### src/rtl/pbusPkg.sv
package pbusPkg;

  localparam logic [1:0] TGT_PHY1 = 2'd0;
  localparam logic [1:0] TGT_PHY2 = 2'd1;
  localparam logic [1:0] TGT_ROM  = 2'd2;
  localparam logic [1:0] TGT_NONE = 2'd3;

  localparam int N_SEL   = 3;
  localparam int PAR_IDX = 1;

  // Strobes from control to datapath, one per bus-cycle action
  typedef struct packed {
    logic       loadReq;
    logic       drvAddr;
    logic [1:0] addrByte;
    logic       strobe0;
    logic       strobe1;
    logic       strobe2;
    logic       selLow;
    logic       selPark;
    logic       drvData;
    logic       capture;
    logic       done;
  } busStrobesT;

endpackage

### src/rtl/pbusCtrl.sv
module pbusCtrl
  import pbusPkg::*;
#(
  parameter int WAIT_W = 4
) (
  input  logic              clk,
  input  logic              rstN,
  input  logic              reqValid,
  input  logic [1:0]        reqTarget,
  input  logic              reqWrite,
  input  logic              reqWide,
  input  logic              cfgParityEn,
  input  logic [WAIT_W-1:0] cfgWait,
  input  logic              latchMode,
  output busStrobesT        strb,
  output logic              busy
);

  typedef enum logic [2:0] {
    S_IDLE, S_PSET, S_ADR0, S_ADR1, S_ADR2, S_SEL, S_PARK, S_REL
  } stateT;

  stateT             state, stateNx;
  logic [1:0]        tgtQ;
  logic              writeQ;
  logic              twoByteQ;
  logic [WAIT_W-1:0] waitQ;
  logic [WAIT_W-1:0] cntQ;
  logic              legal;
  logic              accept;
  logic              lastWait;
  logic              needThird;

  assign legal = (reqTarget != TGT_NONE)
               && !(reqTarget == TGT_PHY2 && cfgParityEn)
               && !(reqTarget == TGT_ROM && reqWrite);
  assign accept    = (state == S_IDLE) && reqValid && legal;
  assign lastWait  = (cntQ == waitQ);
  assign needThird = (tgtQ == TGT_ROM) && latchMode;

  always_comb begin
    stateNx = state;
    unique case (state)
      S_IDLE: if (accept) stateNx = cfgParityEn ? S_PSET : S_ADR0;
      S_PSET: stateNx = S_ADR0;
      S_ADR0: stateNx = twoByteQ ? S_ADR1 : S_SEL;
      S_ADR1: stateNx = needThird ? S_ADR2 : S_SEL;
      S_ADR2: stateNx = S_SEL;
      S_SEL:  if (lastWait) stateNx = S_PARK;
      S_PARK: stateNx = S_REL;
      S_REL:  stateNx = S_IDLE;
      default: stateNx = S_IDLE;
    endcase
  end

  always_ff @(posedge clk or negedge rstN) begin
    if (!rstN) begin
      state    <= S_IDLE;
      tgtQ     <= TGT_PHY1;
      writeQ   <= 1'b0;
      twoByteQ <= 1'b0;
      waitQ    <= '0;
      cntQ     <= '0;
    end else begin
      state <= stateNx;
      if (accept) begin
        tgtQ     <= reqTarget;
        writeQ   <= reqWrite;
        twoByteQ <= (reqTarget == TGT_ROM) || !reqWide;
        waitQ    <= cfgWait;
      end
      if (state != S_SEL) cntQ <= '0;
      else if (!lastWait) cntQ <= cntQ + 1'b1;
    end
  end

  always_comb begin
    strb          = '0;
    strb.loadReq  = accept;
    strb.drvAddr  = (state == S_PSET) || (state == S_ADR0)
                 || (state == S_ADR1) || (state == S_ADR2);
    strb.addrByte = (state == S_ADR1) ? 2'd1 : (state == S_ADR2) ? 2'd2 : 2'd0;
    strb.strobe0  = (state == S_ADR0);
    strb.strobe1  = (state == S_ADR1);
    strb.strobe2  = (state == S_ADR2);
    strb.selLow   = (state == S_SEL);
    strb.selPark  = (state == S_PARK);
    strb.drvData  = writeQ && ((state == S_SEL) || (state == S_PARK));
    strb.capture  = !writeQ && (state == S_SEL) && lastWait;
    strb.done     = (state == S_REL);
  end

  assign busy = (state != S_IDLE);

endmodule

### src/rtl/pbusDatapath.sv
module pbusDatapath
  import pbusPkg::*;
#(
  parameter int BYTE_W = 8,
  parameter int ADDR_W = 24
) (
  input  logic                clk,
  input  logic                rstN,
  input  busStrobesT          strb,
  input  logic [1:0]          reqTarget,
  input  logic                reqWide,
  input  logic [ADDR_W-1:0]   reqAddr,
  input  logic [2*BYTE_W-1:0] reqWdata,
  input  logic                cfgParityEn,
  input  logic [BYTE_W-1:0]   busDataIn,
  input  logic [BYTE_W-1:0]   hiDataIn,
  input  logic                a16In,
  output logic                latchMode,
  output logic                done,
  output logic [2*BYTE_W-1:0] rdData,
  output logic [BYTE_W-1:0]   busDataOut,
  output logic                busDataOe,
  output logic [BYTE_W-1:0]   hiDataOut,
  output logic                hiDataOe,
  output logic                strobeLo,
  output logic                strobeHi,
  output logic                a16Out,
  output logic                a16Oe,
  output logic [N_SEL-1:0]    selN,
  output logic [N_SEL-1:0]    selOe
);

  localparam int DIRECT_BIT = 2 * BYTE_W;

  logic [ADDR_W-1:0]   addrQ;
  logic [2*BYTE_W-1:0] wdataQ;
  logic [1:0]          tgtQ;
  logic                wideQ;
  logic [BYTE_W-1:0]   addrByteVal;
  logic [BYTE_W-1:0]   laneSeen;
  logic                parityBit;

  always_ff @(posedge clk or negedge rstN) begin
    if (!rstN) begin
      addrQ  <= '0;
      wdataQ <= '0;
      tgtQ   <= TGT_PHY1;
      wideQ  <= 1'b0;
    end else if (strb.loadReq) begin
      addrQ  <= reqAddr;
      wdataQ <= reqWdata;
      tgtQ   <= reqTarget;
      wideQ  <= reqWide && (reqTarget != TGT_ROM);
    end
  end

  // Strap: sampled on each edge while reset is held, then frozen
  always_ff @(posedge clk) begin
    if (!rstN) latchMode <= !a16In;
  end

  always_ff @(posedge clk or negedge rstN) begin
    if (!rstN) a16Oe <= 1'b0;
    else       a16Oe <= 1'b1;
  end

  always_ff @(posedge clk or negedge rstN) begin
    if (!rstN) begin
      rdData <= '0;
    end else if (strb.capture) begin
      rdData[BYTE_W-1:0]        <= busDataIn;
      rdData[2*BYTE_W-1:BYTE_W] <= wideQ ? hiDataIn : '0;
    end
  end

  assign addrByteVal = addrQ[strb.addrByte*BYTE_W +: BYTE_W];
  assign busDataOe   = strb.drvAddr || strb.drvData;
  assign busDataOut  = strb.drvAddr ? addrByteVal : wdataQ[BYTE_W-1:0];
  assign hiDataOe    = strb.drvData && wideQ;
  assign hiDataOut   = wdataQ[2*BYTE_W-1:BYTE_W];
  assign strobeLo    = strb.strobe0;
  assign strobeHi    = strb.strobe1;
  assign a16Out      = latchMode ? strb.strobe2 : addrQ[DIRECT_BIT];
  assign done        = strb.done;

  assign laneSeen  = busDataOe ? busDataOut : busDataIn;
  assign parityBit = ~^laneSeen;

  for (genvar i = 0; i < N_SEL; i++) begin : gSel
    logic mine;
    assign mine = (tgtQ == 2'(i));
    if (i == PAR_IDX) begin : gShared
      assign selN[i]  = cfgParityEn ? parityBit : !(strb.selLow && mine);
      assign selOe[i] = cfgParityEn || ((strb.selLow || strb.selPark) && mine);
    end else begin : gPlain
      assign selN[i]  = !(strb.selLow && mine);
      assign selOe[i] = (strb.selLow || strb.selPark) && mine;
    end
  end

endmodule

### src/rtl/periphBusMaster.sv
module periphBusMaster
  import pbusPkg::*;
#(
  parameter int BYTE_W = 8,
  parameter int ADDR_W = 24,
  parameter int WAIT_W = 4
) (
  input  logic                clk,
  input  logic                rstN,
  input  logic                reqValid,
  input  logic [1:0]          reqTarget,
  input  logic                reqWrite,
  input  logic                reqWide,
  input  logic [ADDR_W-1:0]   reqAddr,
  input  logic [2*BYTE_W-1:0] reqWdata,
  input  logic                cfgParityEn,
  input  logic [WAIT_W-1:0]   cfgWait,
  output logic                busy,
  output logic                done,
  output logic [2*BYTE_W-1:0] rdData,
  output logic [BYTE_W-1:0]   busDataOut,
  output logic                busDataOe,
  input  logic [BYTE_W-1:0]   busDataIn,
  output logic [BYTE_W-1:0]   hiDataOut,
  output logic                hiDataOe,
  input  logic [BYTE_W-1:0]   hiDataIn,
  output logic                strobeLo,
  output logic                strobeHi,
  output logic                a16Out,
  output logic                a16Oe,
  input  logic                a16In,
  output logic [N_SEL-1:0]    selN,
  output logic [N_SEL-1:0]    selOe
);

  busStrobesT strb;
  logic       latchMode;

  pbusCtrl #(.WAIT_W(WAIT_W)) uCtrl (
    .clk        (clk),
    .rstN       (rstN),
    .reqValid   (reqValid),
    .reqTarget  (reqTarget),
    .reqWrite   (reqWrite),
    .reqWide    (reqWide),
    .cfgParityEn(cfgParityEn),
    .cfgWait    (cfgWait),
    .latchMode  (latchMode),
    .strb       (strb),
    .busy       (busy)
  );

  pbusDatapath #(.BYTE_W(BYTE_W), .ADDR_W(ADDR_W)) uPath (
    .clk        (clk),
    .rstN       (rstN),
    .strb       (strb),
    .reqTarget  (reqTarget),
    .reqWide    (reqWide),
    .reqAddr    (reqAddr),
    .reqWdata   (reqWdata),
    .cfgParityEn(cfgParityEn),
    .busDataIn  (busDataIn),
    .hiDataIn   (hiDataIn),
    .a16In      (a16In),
    .latchMode  (latchMode),
    .done       (done),
    .rdData     (rdData),
    .busDataOut (busDataOut),
    .busDataOe  (busDataOe),
    .hiDataOut  (hiDataOut),
    .hiDataOe   (hiDataOe),
    .strobeLo   (strobeLo),
    .strobeHi   (strobeHi),
    .a16Out     (a16Out),
    .a16Oe      (a16Oe),
    .selN       (selN),
    .selOe      (selOe)
  );

endmodule

### config.mk
export PLATFORM = sky130hd
export DESIGN_NAME = periphBusMaster
export DESIGN_NICKNAME = d
export VERILOG_FILES = /design/src/rtl/pbusPkg.sv /design/src/rtl/pbusCtrl.sv /design/src/rtl/pbusDatapath.sv /design/src/rtl/periphBusMaster.sv
export SDC_FILE = /design/constraint.sdc
export NUM_CORES = 1
export LEC_CHECK = 0
export ABC_AREA = 0
export BUFFER_PORTS_ARGS = -buffer_cell sky130_fd_sc_hd__buf_2
export CAP_MARGIN = 0
export CORE_MARGIN = 1
export CORE_UTILIZATION = 45
export CTS_CLUSTER_DIAMETER = 60
export DETAILED_ROUTE_END_ITERATION = 8
export PLACE_DENSITY = 0.71
export SLEW_MARGIN = 40
export SYNTH_ARGS = -nofsm -noshare
export SYNTH_HDL_FRONTEND = slang
export SYNTH_SLANG_ARGS = --single-unit
### constraint.sdc
create_clock -name clk -period 6.64 [get_ports clk]
set_clock_uncertainty 0.2 [all_clocks]
set_input_delay 0.332 -clock clk [delete_from_list [all_inputs] [get_ports clk]]
set_output_delay 0.332 -clock clk [all_outputs]
set_load 0.01 [all_outputs]
Yosys cells after proc, flatten, opt, wreduce, memory -nomap -nowiden --
Cells that the tools add are included.
Word-level totals: output and inout bits 46, input port bits 69, register bits after elaboration 74, word-level logic and storage cells 85
Cells by class: shift-type cells 1, add/sub/neg operators 1, multiplexer cells 15, eq/ne operators 18, reduce and logical (&&, ||, !) cells 38
Operators with widths (count):
- 8-bit 2-to-1 mux | 3
- 3-bit one-hot mux with 8 select lines | 1
- 24-bit by 6-bit variable part select with 8-bit output | 1
- 1-bit logical AND | 18
- 3-bit == test (second input constant) | 4
- 3-bit 2-to-1 mux | 3
- 1-bit logical NOT | 8
- 4-bit 2-to-1 mux | 2
- 2-bit inequality test (second input constant) | 4
- 8-bit XNOR reduction | 1
- 1-bit logical OR | 7
- 3-bit by 2-bit == test with 1-bit output (second input constant) | 2
- 2-bit 2-to-1 mux | 3
- 4-bit by 1-bit adder with 4-bit output (second input constant) | 1
- 2-bit by 1-bit == test with 1-bit output (second input constant) | 2
- 2-bit == test (second input constant) | 2
- 4-bit == test | 1
- 3-bit by 1-bit == test with 1-bit output (second input constant) | 1
- 3-bit logical NOT | 1
- 1-bit 2-to-1 mux | 3
- 3-bit inequality test (second input constant) | 1
- 3-bit nonzero test | 1
- 2-bit logical NOT | 1
- 2-bit by 1-bit inequality test with 1-bit output (second input constant) | 1
- 2-bit AND reduction | 1

Logic depth before layout (Yosys ltp) --
Gate-level depths: netlist of the first run.
depth after elaboration 8, gate-level depth with buffers 10, gate-level depth less buffers 8

Modules after synthesis --
From an unflattened synthesis of the first run, not the netlist that was laid out.
Unflattened totals: cells, all modules 314, area total of the unflattened synthesis 3738.6 um^2
Modules (own cells, without submodules):
- pbusDatapath | instances 1, cells an instance 232, area each 2910.3 um^2, sequential area each 1531.5 um^2
- pbusCtrl | instances 1, cells an instance 82, area each 828.3 um^2, sequential area each 375.4 um^2

Least setup slack after synthesis of the first run --
No wires, ideal clock.
path kind reg2out, start register uCtrl.state[0], end output port selN[1], required time 6.108 ns, stages on the path, launching flop included 10, setup slack 3.942 ns, path buffers 2, data arrival time 2.166 ns, cell sequence dfrtp_1 > buf_6 > or2_4 > buf_6 > mux2i_4 > a211oi_2 > o21ai_2 > a211o_1 > a211o_1 > a31oi_1
On the way: word-level cells in the longest chain between the ends 8, elaborated cells between the ends (all ways) 21, classes of those cells eq/ne: 6; shift: 1; mux: 5; reduce/logical: 9
Ends and longest elaborated chain:
- from (decl) | RTL line pbusCtrl.sv:23 | stateT state, stateNx;
- from (signal assigned) | RTL line pbusCtrl.sv:65 | state <= stateNx;
- 3-bit == test (tied with other cells) | RTL line pbusCtrl.sv:81, pbusCtrl.sv:82
- 2-bit 2-to-1 mux / 1-bit logical OR (equally long branches) | RTL line pbusCtrl.sv:82, pbusCtrl.sv:80
- 2-bit 2-to-1 mux / 1-bit logical OR (equally long branches) | RTL line pbusCtrl.sv:82, pbusCtrl.sv:81
- 24-bit by 6-bit variable part select with 8-bit output / 1-bit logical OR (equally long branches) | RTL line pbusDatapath.sv:76, pbusCtrl.sv:81
- 8-bit 2-to-1 mux / 1-bit logical OR (equally long branches) | RTL line pbusDatapath.sv:78, pbusDatapath.sv:77
- 8-bit 2-to-1 mux | RTL line pbusDatapath.sv:86 | assign laneSeen = busDataOe ? busDataOut : busDataIn;
- 8-bit XNOR reduction | RTL line pbusDatapath.sv:87 | assign parityBit = ~^laneSeen;
- 1-bit 2-to-1 mux * | RTL line pbusDatapath.sv:93 | assign selN[i] = cfgParityEn ? parityBit : !(strb.selLow && mine);
- to (decl) | RTL line periphBusMaster.sv:32 | output logic [N_SEL-1:0] selN,
Mark *: on every way between the ends. The rest lies on a longest branch, timed or not.

Worst setup path after layout of the first run --
start register uCtrl.state[2], end output port selN[1]
Same word-level chain as after synthesis.

==> results of run 1 <==
-- layer usage --
layer	GRT usage [%]	up-vias	share of wire, %
met5	0	-	0
met4	7.82	0	1.6
met3	6.28	11	6.3
met2	33.3	92	47
met1	27.3	1415	45
li1	-	1394	-
-- state kept, by name (all words and copies together) (netlist names) --
register and flops:
uCtrl.cntQ 4, uCtrl.state 3, uCtrl.tgtQ 2, uCtrl.twoByteQ 1
uCtrl.waitQ 4, uCtrl.writeQ 1, uPath.a16Oe 1, uPath.addrQ 24
uPath.latchMode 1, uPath.rdData 16, uPath.wdataQ 16, uPath.wideQ 1
-- cells by family after synthesis --
logic type	Yosys count	synth area share [%]
other	1	0.0977
buffers and inverters	40	6.26
AND/OR/NAND/NOR	69	8.96
flip-flops	74	48.4
multiplexers	76	22.2
AO/OA/AOI/OAI	59	10.8
adder cells (fa/ha/maj)	2	0.619
XOR/XNOR	12	2.74
-- layout make-up --
cell class / count / area (um^2)
fillers: 742 / 3500
flip-flops and latches: 74 / 1860
multi-input cells: 219 / 1750
repair buffers: 130 / 734
clock buffers: 11 / 141
well taps: 105 / 131
clock inverters: 5 / 53.8
inverters: 12 / 45.0
-- synth_stat cells, types with 5 or more instances --
library cell / instances
inv_1: 11
dfrtp_1: 73
nand2_1: 24
buf_1: 5
o211ai_1: 8
clkbuf_1: 5
xor2_1: 6
xnor2_1: 6
o21ai_0: 15
buf_4: 8
mux2_2: 58
nor2_1: 14
buf_6: 6
a21oi_1: 9
mux2i_1: 15
-- power groups by stage --
stage | logic [mW] | registers (mW) | clock network, mW
2_1_floorplan | 0.901 | 0.775 | 0
3_3_place_gp | 1.08 | 0.841 | 0
3_5_place_dp | 1.11 | 0.851 | 0
4_1_cts | 1.13 | 0.844 | 0.356
5_1_grt | 1.24 | 0.877 | 0.374
6_report | 1.12 | 0.846 | 0.343
-- cells in the final DEF, fill, tap and decap left out, types with 6 or more instances in the layout --
cell type / netlist / final
clkbuf_8: 0 / 10
nand2_1: 24 / 23
mux2_2: 58 / 58
xnor2_1: 6 / 6
xor2_1: 6 / 6
inv_1: 11 / 11
dfrtp_1: 73 / 72
a21oi_1: 9 / 9
nor2_1: 14 / 14
o21ai_0: 15 / 15
mux2i_1: 15 / 15
dlygate4sd3_1: 0 / 15
buf_2: 3 / 113
o211ai_1: 8 / 8
-- worst max-delay path by stage --
stage / from / endpoint / slack [ns] / depth (start not counted)
floorplan: uCtrl.state[0] / selN[1] / 3.94 / 9
global placement: uCtrl.state[0] / selN[1] / 3.42 / 8
detailed placement: uCtrl.state[0] / selN[1] / 3.32 / 8
CTS: uCtrl.state[0] / selN[1] / 2.90 / 8
global route: uCtrl.state[2] / selN[1] / 2.76 / 9
finish: uCtrl.state[2] / selN[1] / 2.94 / 9
==> results.cfg, run 1 <==
[cells_and_area]
fin_util_pct = 57.4
syn_to_final_growth_pct = 22.8
final_cells = 556
drive_gt1_share_pct = 45.0
fin_nets = 516
num_antenna_cells = 0
fin_area_um2 = 4710

[pwr]
power.share.clock_pct = 14.9
cellInternalPower_mw = 1.40
power_frac_seq_pct = 36.6
power.density_nw_per_um2 = 489
vdd_drop_max_mv = 0.190
p_leak_nw = 2.33
combPwrFrac_pct = 48.5
p_total_mw = 2.31
swShare_pct = 39.2
p_sw_uw = 906

[setup_path]
cp.arrival_ns = 3.17
crit_required_ns = 6.11
rr_endpoint = uPath.rdData[3]
endpoint_kind = primary output
critPathMaxStageDelay_ns = 0.66
worst_path_dominant_cell_family = flip-flops
critical_path.slowest_cell = dfrtp_1
crit_path_cell_trace = buf_4 -> mux2_2 -> mux2i_1 -> a211oi_1 -> nor3b_1 -> nor4_2 -> a211o_1 -> a31oi_1 -> buf_2
cp-start-kind = register
r2r_start = uCtrl.state[0]
reg2reg_slack_ns = 3.83
path_max_fanout = 21
critical_path_class = reg -> out
r2r_cells = 4
crit_buf_inv = 2

[floorplanning]
die_y_um = 94.4
fp.dieW_um = 94.4
rows = 33
core_um2 = 8220
ioPinCount = 115
start_util_pct = 46.7
die-area_um2 = 8910

[clock_tree]
cts_max_path_buffers = 2
cts-buffers-inserted = 9
clkLatencyLatePin_ns = 0.34
htreeDepth = 3
clock-sinks = 74
path_clk_slew_ns = 0.07
cts_tree = built
cts.repair.resized = 0
clockRootBuffer = clkbuf_8
post-cts-setup-buffers = 0
hold_buffers = 12

[place]
dp_hpwl_mm = 6.10
routabilityCongestion = 0.825
dp_slack_ns = 3.32
port_buffers = 114
dp_cells = 525
placed_cell_area_um2 = 4370

[route]
drtIter0Drc = 79
drt-total-wl_mm = 8.55
postRouteAntennaNets = 0
firstDrtPassIters = 4
route.detailed.drc = 0
num_vias = 2912
vias_per_cell = 5.24
drt-wirelength-per-cell_um = 15.4

[synth]
avgSynthCellArea_um2 = 11.5
netlist_area_um2 = 3840
synth-seq-cells = 74
ys_warn_count = 0
syn_inst = 333
synth_edf_count = 1
netlist.area_leader.share_pct = 47.6
ys_seq_area_share_pct = 48.4
syn_nets = 403
synthArstFlopShare_pct = 98.6
yosys_most_used_dff = dfrtp_1
ys_top_cells_by_area = dfrtp_1, mux2_2, mux2i_1, nand2_1, o21ai_0
synth.largest_area_cell = dfrtp_1
ys_types = 53

[sta]
finalSetupViolations = 0
min_period_ns = 3.70
post-route-period-util_pct = 55.7
holdWs_ns = 0.0158
max_freq_mhz = 270
tightest_slew_ns = 0.793
fin_tns_setup_ns = 0
hold_violations = 0
maxSlewViolCount = 0
slew_headroom_pct = 47.1
rsz0062_at_grt = false
setup_ws_ns = 2.94

[run]
cap_violations = 0

[global_routing]
track_usage_pct = 21.0
antenna_found_initial = 0
grt_max_degree = 75
grt_pass1_wl_mm = 14.1
grt_pass1_vias = 2883
grt-ovfl-total = 0

[min_path]
hold_depth = 2
min-delay-start = reqAddr[0]
hp-class = in -> reg
whs_endpoint = uPath.addrQ[0]

[status]
outcome = complete, no violations
Note: power is estimated with default switching activity, not from simulation.
==> run 2: changes to the inputs <==
==> constraint.sdc (replaced) <==
create_clock -name clk -period 3.5 [get_ports clk]
set_clock_uncertainty 0.2 [all_clocks]
set_input_delay 0.175 -clock clk [delete_from_list [all_inputs] [get_ports clk]]
set_output_delay 0.175 -clock clk [all_outputs]
set_load 0.01 [all_outputs]
==> results.cfg, run 2 (synthesized netlist as in run 1, its figures left out) <==
[place]
port_buffers = 114
dp_slack_ns = 0.521
routabilityCongestion = 0.832
dp_hpwl_mm = 6.20
dp_cells = 530

[route]
vias_per_cell = 5.01
postRouteAntennaNets = 0
firstDrtPassIters = 4
num_vias = 3066
drt-wirelength-per-cell_um = 14.9
drtIter0Drc = 67
drt-total-wl_mm = 9.10
route.detailed.drc = 0

[status]
outcome = complete, no violations

[sta]
hold_violations = 0
min_period_ns = 3.18
max_freq_mhz = 314
rsz0062_at_grt = false
slew_headroom_pct = 56.5
setup_ws_ns = 0.318
finalSetupViolations = 0
tightest_slew_ns = 0.650
fin_tns_setup_ns = 0
post-route-period-util_pct = 90.9
maxSlewViolCount = 0

[setup_path]
cp.arrival_ns = 2.81
endpoint_kind = primary output
path_max_fanout = 12
crit_path_cell_trace = buf_4 -> nand2b_1 -> o32ai_1 -> o211ai_1 -> nor3b_1 -> nor4_2 -> a211o_1 -> a31oi_1 -> buf_2
critPathMaxStageDelay_ns = 0.52
cp-start-kind = register
crit_required_ns = 3.12
critical_path.slowest_cell = dfrtp_1
critical_path_class = reg -> out

[cells_and_area]
fin_nets = 572
final_cells = 612
syn_to_final_growth_pct = 37.0
num_antenna_cells = 0
mostFrequentLayoutCell = buf_2
layout_common_cells = buf_2, dfrtp_1, dlygate4sd3_1
reg_top3 = uPath.addrQ: 24 flops, uPath.rdData: 16 flops, uPath.wdataQ: 16 flops
drive_gt1_share_pct = 41.4
top_register = uPath.addrQ
largest_register_ffs = 24

[pwr]
p_sw_mw = 1.74
power.share.clock_pct = 14.1
swShare_pct = 39.2
power_frac_seq_pct = 35.2
power.density_nw_per_um2 = 841
cellInternalPower_mw = 2.69
combPwrFrac_pct = 50.7
vdd_drop_max_mv = 0.385
p_leak_nw = 2.55

[clock_tree]
htreeDepth = 3
path_clk_slew_ns = 0.07
cts_tree = built
cts_max_path_buffers = 2
post-cts-setup-buffers = 0
clockRootBuffer = clkbuf_8
clkLatencyLatePin_ns = 0.35
clock-sinks = 74
cts-buffers-inserted = 9

[global_routing]
grt_max_degree = 42
grt-ovfl-total = 0
track_usage_pct = 22.0
grt_pass1_wl_mm = 14.7
grt_pass1_vias = 3112
antenna_found_initial = 0

[floorplanning]
ioPinCount = 115
fp.dieW_um = 94.4
rows = 33
core_um2 = 8220
die-area_um2 = 8910
die_y_um = 94.4
start_util_pct = 46.7

[min_path]
hp-class = in -> reg

[run]
cap_violations = 0
## run 2: path summary, 6_finish.rpt
kind                                  start          endpoint  slack (ns)  cells after the start
min reg2reg                uPath.rdData[14]  uPath.rdData[14]        0.29                      2
min                             cfgParityEn    uCtrl.state[0]        0.07                      3
max                          uCtrl.state[1]           selN[1]        0.32                      9
max in group asynchronous              rstN   uPath.addrQ[23]        2.13                      3
min in group asynchronous              rstN  uPath.wdataQ[15]        0.15                      2
max reg2reg                  uCtrl.state[0]   uPath.rdData[3]        0.88                      4
## run 2: final cells by class
class | instances | area (um^2)
fillers | 677 | 2950
flip-flops and latches | 74 | 1860
multi-input cells | 219 | 1750
repair buffers | 186 | 1290
clock buffers | 12 | 165
well taps | 105 | 131
inverters | 12 | 45.0
clock inverters | 4 | 25.0
## run 2: layer usage
metal  routed length [um]  GRT usage, %  vias to the layer above
met3                  518          4.99                       13
met5                    0             0                        -
met2                 4420          35.6                       95
met4                  168          8.97                        0
li1                     -             -                     1505
met1                 3990          28.4                     1453
## run 2: through the flow
step	total power [mW]	hold slack (ns)	instance area (um^2)	util (%)
after floorplan	3.18	-0.321	3840	-
after global placement	3.67	-0.0121	4410	53.7
after detailed placement	3.74	-0.0118	4410	53.7
after CTS	4.45	0.0626	5260	64.0
after global routing	4.75	0.0888	5260	64.0
final	4.42	0.0733	5260	64.0
## run 2: power by group through the flow
stage / clock network (mW) / registers [mW] / logic (mW)
floorplan: 0 / 1.47 / 1.71
global placement: 0 / 1.54 / 2.12
detailed placement: 0 / 1.56 / 2.18
CTS: 0.656 / 1.55 / 2.25
global route: 0.679 / 1.61 / 2.47
finish: 0.625 / 1.56 / 2.24
## run 2: timing repair
action | 4_1_cts | 5_1_grt
setup endpoints to repair | 0 | 1
resized for setup | 0 | 1
hold buffers | 66 | 0
endpoints found under the hold margin | 104 | 0
## run 2: critical path, delay by kind of cell (launching register included)
| kind | cells | cell delay [ns] |
|---|---|---|
| AOI/OAI and AO/OA | 4 | 0.83 |
| buffers and inverters | 2 | 0.40 |
| DFF | 1 | 0.52 |
| and+or+nand+nor | 3 | 0.73 |
